===== config.mk =====
export PLATFORM = sky130hd
export DESIGN_NAME = iso_rx_parser
export DESIGN_NICKNAME = d
export VERILOG_FILES = /design/src/rtl/iso_rx_pkg.sv /design/src/rtl/iso_rx_cfg.sv /design/src/rtl/iso_rx_slot.sv /design/src/rtl/iso_rx_out.sv /design/src/rtl/iso_rx_parser.sv
export SDC_FILE = /design/constraint.sdc
export NUM_CORES = 1
export LEC_CHECK = 0
export BUFFER_PORTS_ARGS = -buffer_cell sky130_fd_sc_hd__buf_2
export CAP_MARGIN = 15
export CELL_PAD_IN_SITES_DETAIL_PLACEMENT = 0
export CELL_PAD_IN_SITES_GLOBAL_PLACEMENT = 1
export CORE_AREA = 2 2 133 83
export CTS_CLUSTER_DIAMETER = 30
export DETAILED_ROUTE_END_ITERATION = 10
export DIE_AREA = 0 0 135 85
export HOLD_SLACK_MARGIN = 0.1
export PLACE_DENSITY = 0.85
export SLEW_MARGIN = 0
export SYNTH_ARGS = -nofsm -noshare
export SYNTH_HDL_FRONTEND = slang
export SYNTH_SLANG_ARGS = --single-unit

===== constraint.sdc =====
create_clock -name clk_i -period 3.55 [get_ports clk_i]
set_clock_uncertainty 0.15 [all_clocks]
set_input_delay 0.71 -clock clk_i [delete_from_list [all_inputs] [get_ports clk_i]]
set_output_delay 0.71 -clock clk_i [all_outputs]
set_load 0.01 [all_outputs]

===== src/rtl/iso_rx_pkg.sv =====
package iso_rx_pkg;
  typedef enum logic [1:0] {
    SLOT_SKIP  = 2'd0,
    SLOT_AUDIO = 2'd1,
    SLOT_MIDI  = 2'd2,
    SLOT_EXTRA = 2'd3
  } slot_e;
endpackage


===== src/rtl/iso_rx_cfg.sv =====
module iso_rx_cfg #(
  parameter int MAX_CH = 16,
  parameter int SKIP_W = 4,
  parameter int CNT_W  = 5,
  parameter int ISO_W  = 6,
  parameter int POS_W  = 7
) (
  input  logic              clk_i,
  input  logic              rst_ni,
  input  logic              load_i,
  input  logic [SKIP_W-1:0] skip_i,
  input  logic [CNT_W-1:0]  aud_cnt_i,
  input  logic [3:0]        midi_ports_i,
  input  logic [ISO_W-1:0]  iso_i,
  output logic [SKIP_W-1:0] eff_skip_o,
  output logic [CNT_W-1:0]  eff_naud_o,
  output logic              eff_midi_o,
  output logic [CNT_W-1:0]  naud_q_o,
  output logic              midi_q_o,
  output logic [ISO_W-1:0]  iso_q_o,
  output logic [POS_W-1:0]  len_q_o
);
  logic [CNT_W-1:0]  naud_c;
  logic              midi_c;
  logic [SKIP_W-1:0] skip_q;
  logic [POS_W-1:0]  len_c;

  // R12 clamp
  assign naud_c = (aud_cnt_i > CNT_W'(MAX_CH)) ? CNT_W'(MAX_CH) : aud_cnt_i;
  assign midi_c = |midi_ports_i;
  assign len_c  = POS_W'(skip_i) + POS_W'(naud_c) + POS_W'(midi_c);

  always_ff @(posedge clk_i or negedge rst_ni) begin
    if (!rst_ni) begin
      skip_q   <= '0;
      naud_q_o <= '0;
      midi_q_o <= 1'b0;
      iso_q_o  <= '0;
      len_q_o  <= '0;
    end else if (load_i) begin
      skip_q   <= skip_i;
      naud_q_o <= naud_c;
      midi_q_o <= midi_c;
      iso_q_o  <= iso_i;
      len_q_o  <= len_c;
    end
  end

  // the block-start beat is classified with the values being captured
  assign eff_skip_o = load_i ? skip_i : skip_q;
  assign eff_naud_o = load_i ? naud_c : naud_q_o;
  assign eff_midi_o = load_i ? midi_c : midi_q_o;
endmodule


===== src/rtl/iso_rx_slot.sv =====
module iso_rx_slot
  import iso_rx_pkg::*;
#(
  parameter int SKIP_W = 4,
  parameter int CNT_W  = 5,
  parameter int POS_W  = 7,
  parameter int IDX_W  = 4
) (
  input  logic [POS_W-1:0]  pos_i,
  input  logic [SKIP_W-1:0] skip_i,
  input  logic [CNT_W-1:0]  naud_i,
  input  logic              midi_i,
  output slot_e             kind_o,
  output logic [IDX_W-1:0]  chan_o
);
  logic [POS_W-1:0] aud_end;
  logic [POS_W-1:0] rel;

  assign aud_end = POS_W'(skip_i) + POS_W'(naud_i);
  assign rel     = pos_i - POS_W'(skip_i);
  assign chan_o  = rel[IDX_W-1:0];

  always_comb begin
    if (pos_i < POS_W'(skip_i))          kind_o = SLOT_SKIP;
    else if (pos_i < aud_end)            kind_o = SLOT_AUDIO;
    else if (pos_i == aud_end && midi_i) kind_o = SLOT_MIDI;
    else                                 kind_o = SLOT_EXTRA;
  end
endmodule


===== src/rtl/iso_rx_out.sv =====
module iso_rx_out
  import iso_rx_pkg::*;
#(
  parameter int IDX_W = 4
) (
  input  logic             clk_i,
  input  logic             rst_ni,
  input  logic             beat_i,
  input  slot_e            kind_i,
  input  logic [IDX_W-1:0] chan_i,
  input  logic             label_i,
  input  logic             short_i,
  input  logic [31:0]      data_i,
  output logic             aud_valid_o,
  output logic             midi_valid_o,
  output logic [IDX_W-1:0] chan_o,
  output logic             label_o,
  output logic [31:0]      data_o,
  output logic             err_long_o,
  output logic             err_short_o
);
  always_ff @(posedge clk_i or negedge rst_ni) begin
    if (!rst_ni) begin
      aud_valid_o  <= 1'b0;
      midi_valid_o <= 1'b0;
      chan_o       <= '0;
      label_o      <= 1'b0;
      data_o       <= '0;
      err_long_o   <= 1'b0;
      err_short_o  <= 1'b0;
    end else begin
      aud_valid_o  <= beat_i && kind_i == SLOT_AUDIO;
      midi_valid_o <= beat_i && kind_i == SLOT_MIDI;
      err_long_o   <= beat_i && kind_i == SLOT_EXTRA;
      err_short_o  <= short_i;
      label_o      <= beat_i && kind_i == SLOT_AUDIO && label_i;
      if (beat_i) begin
        chan_o <= chan_i;
        data_o <= data_i;
      end
    end
  end
endmodule


===== src/rtl/iso_rx_parser.sv =====
module iso_rx_parser
  import iso_rx_pkg::*;
#(
  parameter  int MAX_CH = 16,
  parameter  int SKIP_W = 4,
  parameter  int ISO_W  = 6,
  localparam int CNT_W  = $clog2(MAX_CH + 1),
  localparam int IDX_W  = $clog2(MAX_CH),
  localparam int POS_W  = $clog2((2 ** SKIP_W) + MAX_CH + 1) + 1
) (
  input  logic              clk_i,
  input  logic              rst_ni,
  input  logic              enable_i,
  input  logic [ISO_W-1:0]  iso_chan_i,
  input  logic [SKIP_W-1:0] skip_i,
  input  logic [CNT_W-1:0]  aud_cnt_i,
  input  logic [3:0]        midi_ports_i,
  input  logic [MAX_CH-1:0] label_en_i,
  input  logic              in_valid_i,
  input  logic              in_sob_i,
  input  logic [ISO_W-1:0]  in_iso_i,
  input  logic [31:0]       in_data_i,
  output logic              aud_valid_o,
  output logic              midi_valid_o,
  output logic [IDX_W-1:0]  chan_o,
  output logic              label_o,
  output logic [31:0]       data_o,
  output logic              err_long_o,
  output logic              err_short_o
);
  logic              active_q;
  logic [POS_W-1:0]  pos_q, pos_eff;
  logic              iso_unused, hit_sob, hit_dat, kill, beat, short_blk;
  logic [SKIP_W-1:0] eff_skip;
  logic [CNT_W-1:0]  eff_naud, naud_q;
  logic              eff_midi, midi_q;
  logic [ISO_W-1:0]  iso_q;
  logic [POS_W-1:0]  len_q;
  slot_e             kind;
  logic [IDX_W-1:0]  chan;
  logic              label;

  assign iso_unused = &iso_chan_i;
  assign hit_sob = enable_i && in_valid_i && in_sob_i && !iso_unused && in_iso_i == iso_chan_i;
  assign kill    = enable_i && in_valid_i && in_sob_i && iso_unused;
  assign hit_dat = enable_i && in_valid_i && !in_sob_i && active_q && in_iso_i == iso_q;
  assign beat    = hit_sob || hit_dat;
  assign short_blk = hit_sob && active_q && pos_q < len_q;
  assign pos_eff = hit_sob ? '0 : pos_q;

  iso_rx_cfg #(
    .MAX_CH(MAX_CH), .SKIP_W(SKIP_W), .CNT_W(CNT_W), .ISO_W(ISO_W), .POS_W(POS_W)
  ) u_cfg (
    .clk_i, .rst_ni,
    .load_i      (hit_sob),
    .skip_i, .aud_cnt_i, .midi_ports_i,
    .iso_i       (iso_chan_i),
    .eff_skip_o  (eff_skip),
    .eff_naud_o  (eff_naud),
    .eff_midi_o  (eff_midi),
    .naud_q_o    (naud_q),
    .midi_q_o    (midi_q),
    .iso_q_o     (iso_q),
    .len_q_o     (len_q)
  );

  iso_rx_slot #(
    .SKIP_W(SKIP_W), .CNT_W(CNT_W), .POS_W(POS_W), .IDX_W(IDX_W)
  ) u_slot (
    .pos_i  (pos_eff),
    .skip_i (eff_skip),
    .naud_i (eff_naud),
    .midi_i (eff_midi),
    .kind_o (kind),
    .chan_o (chan)
  );

  // label mask is live, never captured
  assign label = (kind == SLOT_AUDIO) ? label_en_i[chan] : 1'b0;

  always_ff @(posedge clk_i or negedge rst_ni) begin
    if (!rst_ni) begin
      active_q <= 1'b0;
      pos_q    <= '0;
    end else if (!enable_i) begin
      active_q <= 1'b0;
      pos_q    <= '0;
    end else if (hit_sob) begin
      active_q <= 1'b1;
      pos_q    <= POS_W'(1);
    end else if (kill) begin
      active_q <= 1'b0;
    end else if (hit_dat && pos_q != '1) begin
      pos_q <= pos_q + POS_W'(1);
    end
  end

  iso_rx_out #(.IDX_W(IDX_W)) u_out (
    .clk_i, .rst_ni,
    .beat_i  (beat),
    .kind_i  (kind),
    .chan_i  (chan),
    .label_i (label),
    .short_i (short_blk),
    .data_i  (in_data_i),
    .aud_valid_o, .midi_valid_o, .chan_o, .label_o, .data_o, .err_long_o, .err_short_o
  );

  a_r5_one_kind: assert property (@(posedge clk_i) disable iff (!rst_ni)
    $onehot0({aud_valid_o, midi_valid_o, err_long_o}));

  a_r10_quiet_off: assert property (@(posedge clk_i) disable iff (!rst_ni)
    !enable_i |=> !(aud_valid_o || midi_valid_o || err_long_o || err_short_o));

  a_r3_chan_bound: assert property (@(posedge clk_i) disable iff (!rst_ni)
    aud_valid_o |-> CNT_W'(chan_o) < naud_q);

  a_r4_midi_cfg: assert property (@(posedge clk_i) disable iff (!rst_ni)
    midi_valid_o |-> midi_q);

  a_r8_unused_idle: assert property (@(posedge clk_i) disable iff (!rst_ni)
    (enable_i && in_valid_i && in_sob_i && iso_unused) |=> !active_q);

  a_r6_short_needs_block: assert property (@(posedge clk_i) disable iff (!rst_ni)
    err_short_o |-> $past(active_q));
endmodule


==> After elaboration in Yosys (flattened, before gate mapping) <==
Index checks and enable logic that the tools add are counted.
W data, S select, Z words.
{ "totals": {"reg_bits": 72, "inputBits": 78, "out_inout_bits": 41, "word_cells": 74} }
{ "op_classes": {"add_sub_neg": 5, "n_lt_le_gt_ge": 5, "n_eq_ne": 10, "muxes": 18, "n_reduce_logical": 22} }
{ "op_table": {"columns": ["op", "n"], "rows": [
  ["$mux W7", 5],
  ["$logic_and A1 B1 Y1", 16],
  ["$add A4 B5 Y6", 2],
  ["$eq A6 B6 Y1", 2],
  ["$mux W5", 2],
  ["$add A7 B1 Y7", 1],
  ["$add A7 B1 Y7 const B", 1],
  ["$eq A7 B6 Y1", 1],
  ["$lt A7 B4 Y1", 1],
  ["$lt A7 B6 Y1", 1],
  ["$lt A7 B7 Y1", 1],
  ["$mux W1", 7],
  ["$ne A7 B7 Y1 const B", 1],
  ["$ne A3 B1 Y1 const B", 2],
  ["$reduce_and A6 Y1", 1],
  ["$gt A5 B5 Y1 const B", 1],
  ["$lt A4 B5 Y1 const B", 1],
  ["$bmux W1 S4", 1],
  ["$eq A2 B2 Y1 const B", 2],
  ["$mux W2", 2],
  ["$mux W4", 1],
  ["$reduce_or A4 Y1", 1],
  ["$sub A4 B4 Y4", 1],
  ["$ne A3 B3 Y1 const B", 1],
  ["other kinds (4)", 5]
]} }

==> Longest topological paths before layout <==
Gate-level depths: netlist of run 1.
{ "logic_depth": {"word_depth": 14, "ltp_mapped": 18} }

==> By module <==
A second synthesis of run 1 with hierarchy kept.
{ "hier_totals": {"cells_unflattened": 318, "area_unflattened_um2": 3935.0} }
{ "modules_own_cells": {"columns": ["mod", "instances", "cells_each", "area_per_inst_um2", "seq_area_each_um2"], "rows": [
  ["iso_rx_out", 1, 85, 1510.2, 1026.0],
  ["iso_rx_cfg", 1, 79, 1044.8, 550.5],
  ["iso_rx_parser", 1, 101, 928.4, 200.2],
  ["iso_rx_slot", 1, 53, 451.7, 0.0]
]} }

==> Worst setup path after synthesis of run 1 <==
No wires, ideal clock.
{ "synth_timing": {"path_type": "input-to-reg", "from": "input port iso_chan_i[5]", "to": "register u_out.err_long_o", "setup_ns": 0.134, "t_arrival_ns": 3.929, "t_required_ns": 3.266, "path_slack_ns": -0.663, "path_stages": 18, "cell_sequence": "xnor2_1 nand3_1 nor3_2 buf_2 mux2_2 ha_1 inv_1 fa_1 inv_1 a21o_1 a21oi_1 xor2_1 ha_1 a21oi_1 o21ai_0 a21o_1 a21boi_0 nor3_1"} }
{ "synth_between": {"elab_chain_len": 13} }
{ "synth_lines": {"columns": ["element", "line_no", "source"], "rows": [
  ["start: declaration", "iso_rx_parser.sv:14", "input logic [ISO_W-1:0] iso_chan_i,"],
  ["$reduce_and A6 Y1", "iso_rx_parser.sv:43", "assign iso_unused = &iso_chan_i;"],
  ["$logic_not A1 Y1", "iso_rx_parser.sv:44", "assign hit_sob = enable_i && in_valid_i && in_sob_i && !iso_unused && in_iso_i == iso_chan_i;"],
  ["$logic_and A1 B1 Y1", "iso_rx_parser.sv:44", null],
  ["$logic_and A1 B1 Y1 *", "iso_rx_parser.sv:44", null],
  ["$mux W4 *", "iso_rx_cfg.sv:50", "assign eff_skip_o = load_i ? skip_i : skip_q;"],
  ["via eff_skip[0]", "iso_rx_parser.sv:34", "logic [SKIP_W-1:0] eff_skip;"],
  ["parallel branches: the longest is 5 deep, another holds $lt A7 B6 Y1", null, null],
  ["$mux W2 *", "iso_rx_slot.sv:24", "if (pos_i < POS_W'(skip_i)) kind_o = SLOT_SKIP;"],
  ["$eq A2 B2 Y1 *", "iso_rx_out.sv:34", "err_long_o <= beat_i && kind_i == SLOT_EXTRA;"],
  ["$logic_and A1 B1 Y1 *", "iso_rx_out.sv:34", null],
  ["end signal: assignment", "iso_rx_out.sv:29", "err_long_o <= 1'b0;"],
  ["end signal: assignment", "iso_rx_out.sv:34", null],
  ["end: declaration", "iso_rx_out.sv:19", "output logic err_long_o,"]
]} }
Mark *: on every way through the listed nets, which the timed path passes.
A chain may end at the register's enable or synchronous reset.

==> Worst setup path in the final report of run 1 <==
{ "layout_timing": {"from": "input port in_iso_i[3]", "to": "register u_out.err_long_o"} }
{ "layout_between": {"elab_chain_len": 11} }
{ "layout_lines": {"columns": ["element", "line_no", "source"], "rows": [
  ["start: declaration", "iso_rx_parser.sv:21", "input logic [ISO_W-1:0] in_iso_i,"],
  ["$eq A6 B6 Y1 *", "iso_rx_parser.sv:44", null],
  ["$logic_and A1 B1 Y1 *", "iso_rx_parser.sv:44", null],
  ["$mux W4 *", "iso_rx_cfg.sv:50", null],
  ["via eff_skip[0]", "iso_rx_parser.sv:34", null],
  ["parallel branches: the longest is 5 deep, another holds $lt A7 B6 Y1", null, null],
  ["$mux W2 *", "iso_rx_slot.sv:24", null],
  ["$eq A2 B2 Y1 *", "iso_rx_out.sv:34", null],
  ["$logic_and A1 B1 Y1 *", "iso_rx_out.sv:34", null]
]} }
Marks and branches as above.

==> impl_results.md, run 1 <==
* Worst path required time at 3.61 ns
* Via count of the routed design at 3,098
* Peak fanout along the critical path at 6
* Synth cell types at 45
* Remaining Overflow, GRT at 0
* Pwr Density at 408.0 nW/um2
* Setup ws final at -0.1997 ns
* Non-Filler Instances at 641
* Starting density of the core at 0.3898
* Final setup viols at 4
* Clock buffer depth at 2
* Worst-Margin Slew at 0.8182 ns
* Fmax at 266.7 MHz
* Largest net degree at the start of global routing at 40
* Total Nets Final at 605
* GRT Util Overall at 0.1716
* Most frequent cells in the layout: buf_2 (106), dfrtp_1 (72), mux2_2 (47)
* DRT Pass-1 Iters at 4
* CP endpoint kind: register
* Final-report hold violation count at 0
* CP startpoint kind: input port
* Dpl ws at -0.5591 ns
* First-pass GRT wire length at 15.63 mm
* Syn_area_per_cell at 11.92 um2
* Synthesized flop and latch total at 72
* Clk pin slew, worst setup/hold paths at 0.06 ns
* Dpl hpwl at 7.125 mm
* Ant diodes at 0
* Number of enable flip-flop cells after synthesis at 0
* Mapped Cells at 337
* Post-Syn Nets at 445
* Crit path DAT at 3.81 ns
* CTS tree: done
* RSZ-0062 raised after global routing: true
* Final Cycle Share at 1.056
* Wire length per cell at 14.73 um
* Outcome: finished with violations
* Routed WL at 9.440 mm
* Most common cell after layout, fill and taps aside: buf_2
* Max Cap Violations at 0
* Top cell type's share of synthesized area at 0.4486
* P_leak at 2.941 nW
* Hold/Removal Path Class: input port to async pin
* Hold_buf cts at 0
* Die Ht at 85 um
* Synthesized cell area at 4016 um2
* Die Area at 11,480 um2
* Placer Congestion at 0.7953
* Synthesis Warnings at 0
* Root buffer cell: clkbuf_16
* Drt via density at 4.833
* Chip Width at 135 um
* Num rows at 29
* Inst Count DP at 617
* ANT nets after route at 0
* Count of pins over their slew limit at 0
* Critical path class: input port to register
* H-tree depth reported by CTS at 3
* Cts bufs inserted at 9
* FFs w/ async S/R, synth at 1.000
* Layout cell share with drive strength beyond 1 at 0.5120
* Vias in the first global route at 3,215
* Top cells by area, synth: dfrtp_1 (45%), mux2_2 (14%), ha_1 (8.4%), xnor2_1 (3.3%), xor2_1 (2.4%)
* Post-synth top flop: dfrtp_1
* Port-buffer cells at 118
* DRC viols at 0
* Num ports at 119
* Worst slew margin at 0.4546
* Initial antenna violation count at 0
* Clk Latency, worst-skew pair at 0.33 ns
* Failing checks: setup timing
* Minimum clock period after layout at 3.750 ns
* Post-synthesis sequential area ratio at 0.4486
* DRT iter0 DRCs at 124
* Worst vdd ir at 0.2200 mV
* Cell taking the most area after synthesis: dfrtp_1
* Layout area overhead at 38.10%
* Core area at 10,300 um2
* Clock sinks at 72
synth_stat cells, types with 3 or more instances:
cell type	instances
nor3_1	3
dfrtp_1	72
nor2_1	15
mux4_2	4
fa_1	3
mux2_2	49
ha_1	27
inv_1	21
mux2i_1	7
nand4_1	5
clkbuf_1	3
nor2b_1	12
and3_1	3
or4_1	3
buf_2	3
xor2_1	11
o21ai_0	9
a21oi_1	13
nand3_1	7
nand2_1	10
xnor2_1	15
a21o_1	8
nand2b_1	7
per-layer routing:
metal,track usage,part of all wire
met2,0.2630,0.43
met3,0.04540,0.065
met5,0,0
met1,0.2485,0.50
met4,0.03125,0.0057
repair_timing:
action / CTS / global route
buffers inserted: 6 / 2
setup endpoints to repair: 4 / 4
gates resized for setup: 25 / 9
pin swaps: 23 / 9
power by group:
group | total, mW | leakage [nW] | switching [mW] | internal [mW]
combinational | 0.439 | 1.82 | 0.205 | 0.235
sequential | 0.901 | 0.973 | 0.0259 | 0.875
clock | 0.923 | 0.145 | 0.357 | 0.565
total | 2.26 | 2.94 | 0.588 | 1.68
worst max-delay path: stages:
cell      delay, ns
buf_2          0.12
xnor2_2        0.16
nand4_1        0.17
nor3_4         0.30
buf_12         0.16
mux2_4         0.32
ha_4           0.17
inv_2          0.05
fa_2           0.21
inv_2          0.03
a21o_1         0.15
a21oi_2        0.12
xor2_1         0.16
ha_1           0.27
a21oi_2        0.12
o21ai_1        0.07
a21o_1         0.21
o211ai_4       0.21
nor3_2         0.07
sequential cells by signal (all words and copies together), names as in the netlist:
| signal | count |
|---|---|
| u_out.data_o | 32 |
| u_out.midi_valid_o | 1 |
| u_cfg.skip_q | 4 |
| u_out.aud_valid_o | 1 |
| u_cfg.midi_q_o | 1 |
| u_cfg.len_q_o | 7 |
| u_out.chan_o | 4 |
| u_out.err_short_o | 1 |
| u_cfg.iso_q_o | 6 |
| u_out.err_long_o | 1 |
| u_cfg.naud_q_o | 5 |
| pos_q | 7 |
| u_out.label_o | 1 |
| active_q | 1 |
layout make-up:
cell class / count / area [um2]
flip-flops and latches: 72 / 1802
clock buffers: 10 / 239.0
well taps: 139 / 173.9
repair buffers: 159 / 1010
clock inverters: 6 / 67.56
inverters: 21 / 78.83
multi-input cells: 234 / 2176
fillers: 898 / 4758
final timing paths:
kind,from,endpoint,slack [ns],cells past startpoint
max reg2reg,u_cfg.skip_q[0],u_out.err_long_o,0.74,14
min reg2reg,u_out.data_o[8],u_out.data_o[8],0.35,1
max,in_iso_i[3],u_out.err_long_o,-0.20,19
min in group clk_i,u_out.data_o[8],u_out.data_o[8],0.35,1
min,rst_ni,u_cfg.naud_q_o[0],0.32,1
max in group asynchronous,rst_ni,u_cfg.iso_q_o[0],2.23,2
kinds of logic (layout without fill, tap and decap cells):
group / after synthesis / count (layout) / synth area share
buffers and inverters: 31 / 196 / 0.03987
adder cells (fa/ha/maj): 30 / 30 / 0.09907
flip-flops: 72 / 72 / 0.4486
multiplexers: 60 / 60 / 0.1773
AND/OR/NAND/NOR: 76 / 76 / 0.1097
XOR/XNOR: 26 / 26 / 0.05670
AO/OA/AOI/OAI: 42 / 42 / 0.06885
metrics by stage:
stage / TNS, ns / utilization / area (um2) / hold WS, ns / total power [mW]
4_1_cts: -0.3159 / 0.5328 / 5490 / 0.3416 / 2.270
6_report: -0.7032 / 0.5382 / 5547 / 0.3236 / 2.263
3_5_place_dp: -1.963 / 0.4869 / 5017 / 0.3415 / 1.323
5_1_grt: -1.558 / 0.5382 / 5547 / 0.3651 / 2.376
2_1_floorplan: -1.024 / - / 4068 / 0.2644 / 1.140
3_3_place_gp: -1.592 / 0.4869 / 5017 / 0.3338 / 1.311
Note: power is estimated with default switching activity, not from simulation.
==> run 2: changes to the inputs <==
--- a/config.mk
+++ b/config.mk
@@ -9,13 +9,14 @@
 export CAP_MARGIN = 15
 export CELL_PAD_IN_SITES_DETAIL_PLACEMENT = 0
 export CELL_PAD_IN_SITES_GLOBAL_PLACEMENT = 1
-export CORE_AREA = 2 2 133 83
+export CORE_AREA = 2 2 132 82
 export CTS_CLUSTER_DIAMETER = 30
 export DETAILED_ROUTE_END_ITERATION = 10
-export DIE_AREA = 0 0 135 85
+export DIE_AREA = 0 0 134 84
 export HOLD_SLACK_MARGIN = 0.1
 export PLACE_DENSITY = 0.85
 export SLEW_MARGIN = 0
 export SYNTH_ARGS = -nofsm -noshare
 export SYNTH_HDL_FRONTEND = slang
+export SYNTH_HIERARCHICAL = 1
 export SYNTH_SLANG_ARGS = --single-unit
==> impl_results.md, run 2 <==
* Ant diodes at 0
* Layout cell share with drive strength beyond 1 at 0.5267
* Count of pins over their slew limit at 0
* Max Cap Violations at 0
* Cts bufs inserted at 9
* Worst path required time at 3.61 ns
* Num ports at 119
* Critical path class: input port to register
* Hold slack at 0.3503 ns
* Wire length per cell at 14.51 um
* Post-synthesis sequential area ratio at 0.4515
* Worst vdd ir at 0.2213 mV
* Crit path DAT at 3.98 ns
* P_leak at 2.805 nW
* Cell taking the most area after synthesis: dfrtp_1
* Starting density of the core at 0.3859
* Power Total at 2.108 mW
* CP endpoint kind: register
* Root buffer cell: clkbuf_16
* CP startpoint kind: input port
* Top cell type's share of synthesized area at 0.4515
* Largest regs: u_out/data_o: 32 flops, pos_q: 7 flops
* Outcome: finished with violations
* Minimum clock period after layout at 3.912 ns
* Synthesis Warnings at 6
* Final setup viols at 4
* Dpl hpwl at 6.889 mm
* ANT nets after route at 0
* Placer Congestion at 0.7877
* RSZ-0062 raised after global routing: true
* Layout area overhead at 35.96%
* Peak fanout along the critical path at 6
* Final Cycle Share at 1.102
* Initial antenna violation count at 0
* Post-Syn Nets at 424
* Largest Register: u_out/data_o
* Most common cell after layout, fill and taps aside: buf_2
* Slowest cell on the critical path: mux4_2
* Worst slew margin at 0.4007
* Top-count cell post-synth: dfrtp_1
* Synthesized flop and latch total at 71
* First-pass GRT wire length at 15.10 mm
* Routed WL at 9.066 mm
* Synthesized cell area at 3935 um2
* Worst path cell trace: buf_6 > xor2_1 > nor4_1 > nand4_1 > buf_6 > inv_8 > mux2_4 > buf_4 > buf_4 > fa_2 > xnor2_4 > mux4_2 > mux4_2 > and3b_1 > and4b_1
* Final-report hold violation count at 0
* Mapped Cells at 318
* CTS tree: done
* Setup ws final at -0.3621 ns
* FFs w/ async S/R, synth at 1.000
* Post-synth top flop: dfrtp_1
* DRT Pass-1 Iters at 4
* Most instantiated cells after synthesis: dfrtp_1 (71), mux2_2 (53), ha_1 (24)
* Clk pin slew, worst setup/hold paths at 0.06 ns
* Most frequent cells in the layout: buf_2 (116), dfrtp_1 (71), mux2_2 (49)
* Die Ht at 84 um
* Reg-to-reg setup timing slack at 0.56 ns
* Via count of the routed design at 3,023
* Fmax at 255.6 MHz
* GRT Util Overall at 0.1708
* Num rows at 29
* Clock buffer depth at 2
* Core area at 10,200 um2
* Chip Width at 134 um
* Port-buffer cells at 118
* Worst-Margin Slew at 0.8989 ns
* Failing checks: setup timing
* Hold/Removal Path Class: register to register
* Family with the most delay on the worst path: multiplexers
* Number of enable flip-flop cells after synthesis at 0
* Vias in the first global route at 3,106
* CP max stage delay at 0.47 ns
* H-tree depth reported by CTS at 3
* Die Area at 11,260 um2
* Top cells by area, synth: dfrtp_1 (45%), mux2_2 (15%), ha_1 (7.6%), xor2_1 (3.3%), mux4_1 (2.7%)
* Drt via density at 4.837
* Remaining Overflow, GRT at 0
* DRT iter0 DRCs at 150
* Buf/Inv on CP at 5
* Largest net degree at the start of global routing at 72
* Final core occ at 0.5247
* DRC viols at 0
* Total Nets Final at 587
* Hold_buf cts at 0
* Clk Latency, worst-skew pair at 0.33 ns
* Clock sinks at 71
* Pwr Density at 394.0 nW/um2
* Max reg flops at 32
* Syn_area_per_cell at 12.37 um2
* Synth cell types at 53
## run 2: changes by cell type in the layout (fill, tap and decap cells not counted), sizes merged, moves of 4 or more
cell | previous run | this run
a21o | 8 | 4
and2 | 1 | 5
and3b | 0 | 5
mux2 | 49 | 53
mux2i | 7 | 1
nand2b | 7 | 1
nor2 | 15 | 11
nor2b | 12 | 7
o21ai | 9 | 4
xnor2 | 15 | 4
xor2 | 11 | 15
## run 2: worst register-to-register path: stages (launching register included)
cell and delay [ns]:
dfrtp_1 0.36, mux2_4 0.30, buf_4 0.14, buf_4 0.14, fa_2 0.42, xnor2_4 0.21
mux4_2 0.34, mux4_2 0.47, and3b_1 0.17, and4b_1 0.17
## run 2: layer usage
layer,GRT usage,wire length [um],vias up
met3,0.04979,534,9
met5,0,0,-
li1,-,-,1467
met4,0.03772,62,0
met2,0.2681,4047,92
met1,0.2350,4421,1455
## run 2: final timing paths
path,startpoint,endpoint,cells past startpoint
setup / recovery,in_iso_i[0],u_out/label_o,15
hold / removal,u_out/data_o[31],u_out/data_o[31],1
setup reg to reg,u_cfg/skip_q[1],u_out/label_o,9
hold reg to reg,u_out/data_o[31],u_out/data_o[31],1
max in group asynchronous,rst_ni,u_cfg/naud_q_o[2],2
min in group asynchronous,rst_ni,u_cfg/iso_q_o[4],2
## run 2: layout make-up
class	count	area (um2)
fillers	892	4846
multi-input cells	219	2111
flip-flops and latches	71	1777
repair buffers	162	940.9
clock buffers	9	225.2
well taps	139	173.9
inverters	18	75.07
clock inverters	7	47.55
## run 2: report_power, final
group          internal (mW)  switching, mW  leakage, nW
registers              0.857         0.0221        0.982
clock network          0.472          0.349        0.132
logic                  0.225          0.183         1.69
total                   1.55          0.554         2.81
## run 2: logic make-up after synthesis
| logic type | count (synthesis) | share of synthesized area |
|---|---|---|
| simple gates | 75 | 0.1199 |
| flops | 71 | 0.4515 |
| mux | 59 | 0.1866 |
| compound gates | 37 | 0.06423 |
| fa+ha+maj | 28 | 0.09666 |
| buf+inv | 28 | 0.03783 |
| xor+xnor | 19 | 0.04229 |
| other cells | 1 | 0.0009530 |
## run 2: through the flow
| stage | cells | setup WS (ns) | instance area [um2] | setup TNS, ns |
|---|---|---|---|---|
| after floorplan | 318 | -0.7072 | 4010 | -2.377 |
| after global placement | 605 | -0.7955 | 4972 | -2.946 |
| after detailed placement | 605 | -0.9026 | 4972 | -3.219 |
| after CTS | 621 | -0.4718 | 5280 | -1.700 |
| after global routing | 625 | -0.4835 | 5350 | -1.729 |
| final | 625 | -0.3621 | 5350 | -1.196 |
## run 2: timing repair
| action | 4_1_cts | 5_1_grt |
|---|---|---|
| setup buffers | 0 | 4 |
| pin swaps | 15 | 10 |
| resized for setup | 6 | 7 |
| setup endpoints to repair | 4 | 4 |
